$ cat src/rtl/trk0_pkg.sv
package trk0_pkg;

   typedef enum logic [2:0] {
      ST_IDLE,
      ST_CHECK,
      ST_STEP,
      ST_SETTLE,
      ST_FINISH
   } seq_state_t;

   // Result byte bit positions
   localparam int RES_NODRIVE_BIT = 0;
   localparam int RES_FAULT_BIT   = 1;

endpackage

$ cat src/rtl/trk0_sync.sv
module trk0_sync #(
   parameter int STAGES = 2
) (
   input  logic clk,
   input  logic rst_n,
   input  logic d_i,
   output logic q_o
);

   generate
      if (STAGES < 0) begin : g_bad_stages
         $error("trk0_sync: STAGES must be non-negative");
      end

      if (STAGES == 0) begin : g_direct
         logic unused_clk_rst;
         assign unused_clk_rst = clk ^ rst_n;
         assign q_o = d_i;
      end else begin : g_chain
         logic [STAGES-1:0] chain_q;
         always_ff @(posedge clk or negedge rst_n) begin
            if (!rst_n) chain_q <= '0;
            else        chain_q <= {chain_q[STAGES-2:0], d_i};
         end
         assign q_o = chain_q[STAGES-1];
      end
   endgenerate

endmodule

$ cat src/rtl/trk0_step_counter.sv
module trk0_step_counter #(
   parameter int MAX_SEEKS = 80,
   parameter int STEP_W    = $clog2(MAX_SEEKS + 1)
) (
   input  logic              clk,
   input  logic              rst_n,
   input  logic              clr_i,
   input  logic              inc_i,
   output logic [STEP_W-1:0] count_o,
   output logic              at_max_o
);

   localparam logic [STEP_W-1:0] LIMIT = STEP_W'(MAX_SEEKS);

   logic [STEP_W-1:0] cnt_q;

   always_ff @(posedge clk or negedge rst_n) begin
      if (!rst_n)                      cnt_q <= '0;
      else if (clr_i)                  cnt_q <= '0;
      else if (inc_i && cnt_q < LIMIT) cnt_q <= cnt_q + 1'b1;
   end

   assign count_o  = cnt_q;
   assign at_max_o = (cnt_q == LIMIT);

   AST_STEP_LIMIT: assert property (@(posedge clk) disable iff (!rst_n)
      cnt_q <= LIMIT);

   AST_STEP_INC_ONE: assert property (@(posedge clk) disable iff (!rst_n)
      (inc_i && !clr_i && !at_max_o) |=> (cnt_q == $past(cnt_q) + 1'b1));

endmodule

$ cat src/rtl/trk0_settle_timer.sv
module trk0_settle_timer #(
   parameter int SETTLE_W = 16
) (
   input  logic                clk,
   input  logic                rst_n,
   input  logic                load_i,
   input  logic [SETTLE_W-1:0] value_i,
   input  logic                dec_i,
   output logic                zero_o
);

   logic [SETTLE_W-1:0] tmr_q;

   always_ff @(posedge clk or negedge rst_n) begin
      if (!rst_n)                     tmr_q <= '0;
      else if (load_i)                tmr_q <= value_i;
      else if (dec_i && tmr_q != '0)  tmr_q <= tmr_q - 1'b1;
   end

   assign zero_o = (tmr_q == '0);

   AST_SETTLE_DECR: assert property (@(posedge clk) disable iff (!rst_n)
      (dec_i && !load_i && !zero_o) |=> (tmr_q == $past(tmr_q) - 1'b1));

endmodule

$ cat src/rtl/trk0_result_reg.sv
module trk0_result_reg
   import trk0_pkg::*;
#(
   parameter int RESULT_W = 8
) (
   input  logic                clk,
   input  logic                rst_n,
   input  logic                clr_i,
   input  logic                load_i,
   input  logic                nodrive_i,
   input  logic                fault_i,
   output logic [RESULT_W-1:0] result_o
);

   logic [RESULT_W-1:0] code;
   logic [RESULT_W-1:0] res_q;

   always_comb begin
      code = '0;
      code[RES_NODRIVE_BIT] = nodrive_i;
      code[RES_FAULT_BIT]   = fault_i;
   end

   always_ff @(posedge clk or negedge rst_n) begin
      if (!rst_n)      res_q <= '0;
      else if (load_i) res_q <= code;
      else if (clr_i)  res_q <= '0;
   end

   assign result_o = res_q;

   AST_RESULT_HOLD: assert property (@(posedge clk) disable iff (!rst_n)
      (!load_i && !clr_i) |=> $stable(res_q));

endmodule

$ cat src/rtl/trk0_recal_seq.sv
module trk0_recal_seq
   import trk0_pkg::*;
#(
   parameter int MAX_SEEKS   = 80,
   parameter int SETTLE_W    = 16,
   parameter int SYNC_STAGES = 2,
   parameter int RESULT_W    = 8,
   parameter int STEP_W      = $clog2(MAX_SEEKS + 1)
) (
   input  logic                clk,
   input  logic                rst_n,
   input  logic                start_i,
   input  logic                drive_present_i,
   input  logic                trk0_i,
   input  logic                step_done_i,
   input  logic [SETTLE_W-1:0] settle_i,
   output logic                step_req_o,
   output logic                done_o,
   output logic [RESULT_W-1:0] result_o,
   output logic [STEP_W-1:0]   steps_o
);

   generate
      if (MAX_SEEKS < 1) begin : g_bad_max
         $error("trk0_recal_seq: MAX_SEEKS must be at least 1");
      end
      if ((1 << STEP_W) <= MAX_SEEKS) begin : g_bad_stepw
         $error("trk0_recal_seq: STEP_W too narrow for MAX_SEEKS");
      end
      if (RESULT_W < 2) begin : g_bad_resw
         $error("trk0_recal_seq: RESULT_W must hold both flag bits");
      end
      if (SETTLE_W < 1) begin : g_bad_settle
         $error("trk0_recal_seq: SETTLE_W must be at least 1");
      end
   endgenerate

   seq_state_t state_q, state_d;

   logic trk0_s;
   logic cnt_clr, cnt_inc, cnt_at_max;
   logic tmr_load, tmr_dec, tmr_zero;
   logic res_clr, res_load, code_nodrive, code_fault;

   trk0_sync #(.STAGES(SYNC_STAGES)) u_sync (
      .clk   (clk),
      .rst_n (rst_n),
      .d_i   (trk0_i),
      .q_o   (trk0_s)
   );

   trk0_step_counter #(.MAX_SEEKS(MAX_SEEKS), .STEP_W(STEP_W)) u_steps (
      .clk      (clk),
      .rst_n    (rst_n),
      .clr_i    (cnt_clr),
      .inc_i    (cnt_inc),
      .count_o  (steps_o),
      .at_max_o (cnt_at_max)
   );

   trk0_settle_timer #(.SETTLE_W(SETTLE_W)) u_settle (
      .clk     (clk),
      .rst_n   (rst_n),
      .load_i  (tmr_load),
      .value_i (settle_i),
      .dec_i   (tmr_dec),
      .zero_o  (tmr_zero)
   );

   trk0_result_reg #(.RESULT_W(RESULT_W)) u_result (
      .clk       (clk),
      .rst_n     (rst_n),
      .clr_i     (res_clr),
      .load_i    (res_load),
      .nodrive_i (code_nodrive),
      .fault_i   (code_fault),
      .result_o  (result_o)
   );

   always_comb begin
      state_d      = state_q;
      cnt_clr      = 1'b0;
      cnt_inc      = 1'b0;
      tmr_load     = 1'b0;
      tmr_dec      = 1'b0;
      res_clr      = 1'b0;
      res_load     = 1'b0;
      code_nodrive = 1'b0;
      code_fault   = 1'b0;
      unique case (state_q)
         ST_IDLE: begin
            if (start_i) begin
               res_clr = 1'b1;
               cnt_clr = 1'b1;
               if (!drive_present_i) begin
                  res_load     = 1'b1;
                  code_nodrive = 1'b1;
                  state_d      = ST_FINISH;
               end else begin
                  state_d = ST_CHECK;
               end
            end
         end
         ST_CHECK: begin
            if (trk0_s) begin
               res_load = 1'b1;
               state_d  = ST_FINISH;
            end else if (cnt_at_max) begin
               res_load   = 1'b1;
               code_fault = 1'b1;
               state_d    = ST_FINISH;
            end else begin
               cnt_inc = 1'b1;
               state_d = ST_STEP;
            end
         end
         ST_STEP: begin
            if (step_done_i) begin
               tmr_load = 1'b1;
               state_d  = ST_SETTLE;
            end
         end
         ST_SETTLE: begin
            if (tmr_zero) state_d = ST_CHECK;
            else          tmr_dec = 1'b1;
         end
         ST_FINISH: state_d = ST_IDLE;
         default:   state_d = ST_IDLE;
      endcase
   end

   always_ff @(posedge clk or negedge rst_n) begin
      if (!rst_n) state_q <= ST_IDLE;
      else        state_q <= state_d;
   end

   assign step_req_o = (state_q == ST_STEP);
   assign done_o     = (state_q == ST_FINISH);

   AST_DONE_SINGLE: assert property (@(posedge clk) disable iff (!rst_n)
      done_o |=> !done_o);

   AST_REQ_HELD: assert property (@(posedge clk) disable iff (!rst_n)
      (step_req_o && !step_done_i) |=> step_req_o);

   AST_REQ_RELEASE: assert property (@(posedge clk) disable iff (!rst_n)
      (step_req_o && step_done_i) |=> !step_req_o);

   AST_FAULT_AT_LIMIT: assert property (@(posedge clk) disable iff (!rst_n)
      (done_o && result_o[RES_FAULT_BIT]) |-> (steps_o == STEP_W'(MAX_SEEKS)));

   AST_NODRIVE_CLEAN: assert property (@(posedge clk) disable iff (!rst_n)
      (done_o && result_o[RES_NODRIVE_BIT]) |-> (!result_o[RES_FAULT_BIT] && steps_o == '0));

   AST_NODRIVE_FAST: assert property (@(posedge clk) disable iff (!rst_n)
      (state_q == ST_IDLE && start_i && !drive_present_i) |=> done_o);

   AST_START_IGNORED: assert property (@(posedge clk) disable iff (!rst_n)
      (state_q == ST_STEP && start_i && !step_done_i) |=> (state_q == ST_STEP));

endmodule

$ cat config.mk
export PLATFORM = sky130hd
export DESIGN_NAME = trk0_recal_seq
export DESIGN_NICKNAME = d
export VERILOG_FILES = /design/src/rtl/trk0_pkg.sv /design/src/rtl/trk0_sync.sv /design/src/rtl/trk0_step_counter.sv /design/src/rtl/trk0_settle_timer.sv /design/src/rtl/trk0_result_reg.sv /design/src/rtl/trk0_recal_seq.sv
export SDC_FILE = /design/constraint.sdc
export NUM_CORES = 1
export LEC_CHECK = 0
export BUFFER_PORTS_ARGS = -buffer_cell sky130_fd_sc_hd__buf_4
export CAP_MARGIN = 0
export CORE_ASPECT_RATIO = 0.8
export CORE_MARGIN = 4
export CORE_UTILIZATION = 50
export DETAILED_ROUTE_END_ITERATION = 6
export PLACE_DENSITY_LB_ADDON = 0.05
export SLEW_MARGIN = 15
export SYNTH_ARGS = -nofsm -noshare
export SYNTH_HDL_FRONTEND = slang
export SYNTH_SLANG_ARGS = --single-unit
$ cat constraint.sdc
create_clock -name clk -period 2.8 [get_ports clk]
set_input_delay 0.14 -clock clk [delete_from_list [all_inputs] [get_ports clk]]
set_output_delay 0.14 -clock clk [all_outputs]
set_load 0.1 [all_outputs]
==> flow_metrics.env, run 1 <==
export IMPL_wl_per_cell_um=15.0
export IMPL_p_sw_uw=902
export IMPL_startpoint="u_settle.tmr_q[0]"
export IMPL_antenna_found_initial=0
export IMPL_dieHeight_um=61.5
export IMPL_hold_depth=3
export IMPL_ys_ff_latch=30
export IMPL_hold_path_class="in -> reg"
export IMPL_met2_length_um=1680
export IMPL_grt_ovfl_total=0
export IMPL_fmax_mhz=480
export IMPL_r2r_start="u_settle.tmr_q[0]"
export IMPL_vdd_drop_max_uv=511
export IMPL_grt_max_degree=31
export IMPL_min_from="settle_i[5]"
export IMPL_hold_violations=0
export IMPL_grt_total_usage_pct=19.5
export IMPL_synth_edff_count=0
export IMPL_stdcell_count=261
export IMPL_whs_ns=0.0636
export IMPL_gp_congestion=0.805
export IMPL_worst_setup_path_end_kind="flop"
export IMPL_synthTopCellsByCount="30 x dfrtp_1, 18 x nor2_1, 14 x nand2_1, 13 x a21oi_1, 13 x o21ai_0"
export IMPL_swShare_pct=46.2
export IMPL_routed_via_density=5.58
export IMPL_rows=19
export IMPL_combPwrFrac_pct=42.6
export IMPL_leakagePower_uw=0.000917
export IMPL_yosysSeqAreaShare_pct=41.9
export IMPL_worstPathMaxFanout=7
export IMPL_clock_latency_ns=0.28
export IMPL_grt_pass1_wl_um=6680
export IMPL_grt_pass1_vias=1395
export IMPL_core_region_area_mm2=0.00345
export IMPL_period_minus_slack_ns=2.08
export IMPL_io_pins=39
export IMPL_finalSetupViolCount=0
export IMPL_pwr_share_clk_pct=16.4
export IMPL_seqPwrFrac_pct=41.0
export IMPL_r2r_end="state_q[1]"
export IMPL_fin_nets=244
export IMPL_cap_violations=0
export IMPL_clock_sinks=30
export IMPL_synth_ff_type="dfrtp_1"
export IMPL_netlist_area_mm2=0.00179
export IMPL_placedCellCount=252
export IMPL_status="finished, final reports clean"
export IMPL_worstSetupPathType="reg -> reg"
export IMPL_postRouteAntennaNets=0
export IMPL_r2r_slack_ns=0.72
export IMPL_tns_ns=0
export IMPL_cts_buffers=5
export IMPL_clockBufferDepth=2
export IMPL_area_delta_synth_final_pct=18.7
export IMPL_worst_pin_slew_ns=0.508
export IMPL_period_share_pct=74.4
export IMPL_yosysUniqueCellTypes=51
export IMPL_start_util_pct=51.9
export IMPL_post_dp_cell_area_mm2=0.00203
export IMPL_cts_repair_resized=0
export IMPL_synth_area_top_cells="dfrtp_1 42%, nor2_1 3.8%, a21oi_1 3.6%"
export IMPL_drive_above_1_share_pct=24.2
export IMPL_die_w_um=74.9
export IMPL_dieArea_mm2=0.00461
export IMPL_routed_wl_um=3910
export IMPL_worst_setup_path_start_kind="flop"
export IMPL_syn_avg_cell_area_um2=9.73
export IMPL_rr_worst_depth=6
export IMPL_clock_root_buffer="clkbuf_8"
export IMPL_rsz0062_at_grt="false"
export IMPL_cts_tree="done"
export IMPL_htree_num_levels=2
export IMPL_n_antenna_cell=0
export IMPL_drc=0
export IMPL_met1_length_um=1930
export IMPL_vias=1457
export IMPL_required_ns=2.95
export IMPL_dr_wl_met3_um=252
export IMPL_synthCells=184
export IMPL_first_iter_violations=48
export IMPL_synth_most_common_cell="dfrtp_1"
export IMPL_port_buffers=32
export IMPL_drtPass1Iterations=4
export IMPL_synth_warnings=0
export IMPL_synth_largest_area_cell="dfrtp_1"
export IMPL_synth_top_area_share_pct=41.9
export IMPL_power_density_mw_per_mm2=919
export IMPL_p_int_uw=1050
export IMPL_fin_skew_ns=0.00263
export IMPL_cp_data_arrival_time_ns=2.24
export IMPL_relSlewSlack_pct=65.9
export IMPL_hold_end="u_settle.tmr_q[5]"
export IMPL_topRoutingLayerUsed="met4"
export IMPL_final_cell_area_mm2=0.00213
export IMPL_clk_pin_slew_worst_paths_ns=0.06
export IMPL_ys_async_sr_fraction_pct=100
export IMPL_dp_final_hpwl_um=2950
export IMPL_finalMaxSlewViolations=0
area by class of cell:
class / count / area, um^2
Inverter: 6 / 22.5
Multi-Input combinational cell: 140 / 948
Sequential cell: 30 / 751
Clock buffer: 7 / 76.3
Fill cell: 295 / 1320
Timing Repair Buffer: 36 / 275
Tap cell: 42 / 52.6
how the worst max path moves through the flow:
stage | endpoint | slack (ns) | depth (start not counted)
global route | state_q[1] | 0.59 | 6
floorplan | u_settle.tmr_q[3] | 0.15 | 6
global placement | state_q[1] | 0.81 | 6
finish | state_q[1] | 0.72 | 6
detailed placement | state_q[1] | 0.73 | 6
CTS | state_q[1] | 0.72 | 6
what timing repair did:
action	in CTS	in global routing
setup buffers	0	0
hold endpoints to repair	31	0
hold buffers	2	0
kinds of logic after synthesis:
kind of cell	after synthesis	share of synthesized area, %
AO/OA/AOI/OAI	41	14.3
AND/OR/NAND/NOR	78	29.1
multiplexers	2	1.12
adder cells (fa/ha/maj)	3	2.10
XOR/XNOR	10	4.89
buffers and inverters	19	6.43
other	1	0.209
flip-flops	30	41.9
cell usage in the layout, fill, tap and decap left out, types with 2 or more instances in the layout:
master          n
a211oi_1        4
a21oi_1        13
buf_4          34
clkbuf_1        2
clkbuf_8        5
conb_1          6
dfrtp_1        30
dlygate4sd3_1   2
ha_1            3
inv_1           6
mux2i_1         2
nand2_1        14
nand3_1         4
nand4_1         4
nand4bb_1       2
nor2_1         18
nor3_1          7
nor3b_2         3
nor4_1          3
nor4b_4         2
o21ai_0        13
o21ai_1         3
or3_1           3
xnor2_1         5
xor2_1          5
metal layers:
layer  vias up  track usage (%)
met3         6             5.38
met2        46             27.2
li1        718                -
met4         0             7.11
met5         -                0
met1       687             28.7
worst max-delay path, stage by stage, from the launching register on:
cell,delay [ns]
dfrtp_1,0.40
inv_1,0.08
ha_1,0.22
nor3b_4,0.35
and3_1,0.42
a21boi_4,0.12
or3_1,0.36
power by group through the flow:
stage	logic (uW)	clock network (uW)	registers, uW
2_1_floorplan	587	0	850
3_3_place_gp	806	0	791
3_5_place_dp	836	0	802
4_1_cts	841	334	797
5_1_grt	914	354	830
6_report	832	320	801
through the flow:
stage	utilization, %	setup WS [ns]	total power (uW)
floorplan	-	0.150	1440
detailed placement	58.9	0.728	1640
finish	61.7	0.716	1950
global route	61.7	0.586	2100
CTS	61.7	0.720	1970
global placement	58.9	0.811	1600
flip-flops by register name, summed over array words and instances, names as in the netlist:
name and count:
state_q 3, u_result.result_o 2, u_settle.tmr_q 16, u_steps.count_o 7, u_sync.g_chain.chain_q 2
No activity file was read; power rests on OpenSTA's default activity.
==> run 2: changes to the inputs <==
- CORE_UTILIZATION: 50 -> 49
- clock period: 2.8 -> 1.8 ns (I/O delays scaled with it)
==> flow_metrics.env, run 2 (synthesized netlist as in run 1, its figures left out) <==
export IMPL_dieHeight_um=62.1
export IMPL_fin_nets=264
export IMPL_clockBufferDepth=2
export IMPL_pre_cts_slack_ns=0.00801
export IMPL_status="finished, final reports clean"
export IMPL_top_register="u_settle.tmr_q"
export IMPL_antenna_found_initial=0
export IMPL_finalSetupViolCount=0
export IMPL_io_pins=39
export IMPL_fin_ws_ns=0.0324
export IMPL_first_iter_violations=88
export IMPL_cts_tree="done"
export IMPL_rows=19
export IMPL_vias=1546
export IMPL_grt_pass1_vias=1438
export IMPL_n_antenna_cell=0
export IMPL_routed_via_density=5.48
export IMPL_required_ns=1.96
export IMPL_period_share_pct=98.2
export IMPL_power_density_mw_per_mm2=1450
export IMPL_grt_total_usage_pct=19.5
export IMPL_fin_skew_ns=0.00625
export IMPL_gp_congestion=0.850
export IMPL_fillers=276
export IMPL_dieArea_mm2=0.00469
export IMPL_hold_violations=0
export IMPL_area_delta_synth_final_pct=32.1
export IMPL_largest_reg_flops=16
export IMPL_leakagePower_uw=0.00102
export IMPL_dp_final_hpwl_um=3060
export IMPL_postRouteAntennaNets=0
export IMPL_cap_violations=0
export IMPL_cp_data_arrival_time_ns=1.93
export IMPL_clock_root_buffer="clkbuf_8"
export IMPL_drtPass1Iterations=4
export IMPL_hold_path_class="in -> reg"
export IMPL_clock_latency_ns=0.28
export IMPL_grt_max_degree=31
export IMPL_clk_pin_slew_worst_paths_ns=0.06
export IMPL_worst_setup_path_end_kind="flop"
export IMPL_port_buffers=32
export IMPL_clock_sinks=30
export IMPL_rsz0062_at_grt="true"
export IMPL_fmax_mhz=566
export IMPL_grt_ovfl_total=0
export IMPL_regArea_um2=757
export IMPL_cts_buffers=5
export IMPL_multi_input_area_mm2=0.00101
export IMPL_final_cell_mix="53 x buf_4, 25 x dfrtp_1, 18 x nor2_1, 14 x nand2_1, 13 x a21oi_1"
export IMPL_start_util_pct=51.6
export IMPL_routed_wl_um=4230
export IMPL_worstSetupPathType="reg -> reg"
export IMPL_whs_ns=0.00840
export IMPL_htree_num_levels=2
export IMPL_period_minus_slack_ns=1.77
export IMPL_final_common_cell="buf_4"
export IMPL_finalMaxSlewViolations=0
export IMPL_drive_above_1_share_pct=37.5
export IMPL_core_region_area_mm2=0.00347
export IMPL_worstPathMaxFanout=5
export IMPL_drc=0
export IMPL_tns_ns=0
export IMPL_wl_per_cell_um=15.0
export IMPL_vdd_drop_max_uv=1010
export IMPL_worst_setup_path_start_kind="flop"
export IMPL_die_w_um=75.6
export IMPL_grt_pass1_wl_um=6640
==> run 2: worst max-delay path: stages, from the launching register on <==
cell and delay [ns]:
dfrtp_1 0.42, or4_4 0.59, nor3_4 0.23, buf_4 0.14, nor3_2 0.04, xnor2_1 0.15
o21ai_1 0.07
==> run 2: path summary, 6_finish.rpt <==
kind                                      startpoint                         to  slack, ns  depth (start not counted)
hold / removal                       drive_present_i       u_result.result_o[0]      0.008                          2
setup / recovery                  u_settle.tmr_q[12]         u_settle.tmr_q[14]       0.03                          6
hold reg to reg            u_sync.g_chain.chain_q[0]  u_sync.g_chain.chain_q[1]       0.37                          0
setup reg to reg                  u_settle.tmr_q[12]         u_settle.tmr_q[14]       0.03                          6
max in group asynchronous                      rst_n         u_steps.count_o[4]       1.21                          2
min in group asynchronous                      rst_n         u_steps.count_o[3]       0.28                          2
==> run 2: layout make-up <==
type / instances / area share (%)
multi-input cells: 140 / 42.9
flip-flops and latches: 30 / 32.0
repair buffers: 56 / 18.1
clock buffers: 8 / 3.81
well taps: 42 / 2.22
inverters: 6 / 0.952
==> run 2: metal layers <==
layer,track usage (%),vias to the layer above,part of all wire (%)
met3,4.82,6,6.3
li1,-,762,-
met1,26.8,730,49
met2,30.0,48,44
met4,7.48,0,1.4
met5,0,-,0
==> run 2: report_power, final <==
part	leakage [uW]	total, uW	internal [uW]	switching (uW)
clock	0.0000455	561	311	249
sequential	0.000368	1210	908	306
combinational	0.000606	1640	674	971
total	0.00102	3420	1890	1530
==> run 2: through the flow <==
step                util [%]  instances  total power [uW]  cell area [um^2]
global placement        61.6        262              2640              2140
floorplan                  -        189              2310              1860
finish                  68.1        282              3420              2360
detailed placement      61.6        262              2700              2140
CTS                     64.8        272              3280              2250
global route            68.1        282              3630              2360
==> run 2: repair_timing <==
item	4_1_cts	5_1_grt
pin swaps	0	6
hold buffers	2	0
hold endpoints to repair	31	0
resized for setup	1	11
setup endpoints to repair	2	11
setup buffers	0	10
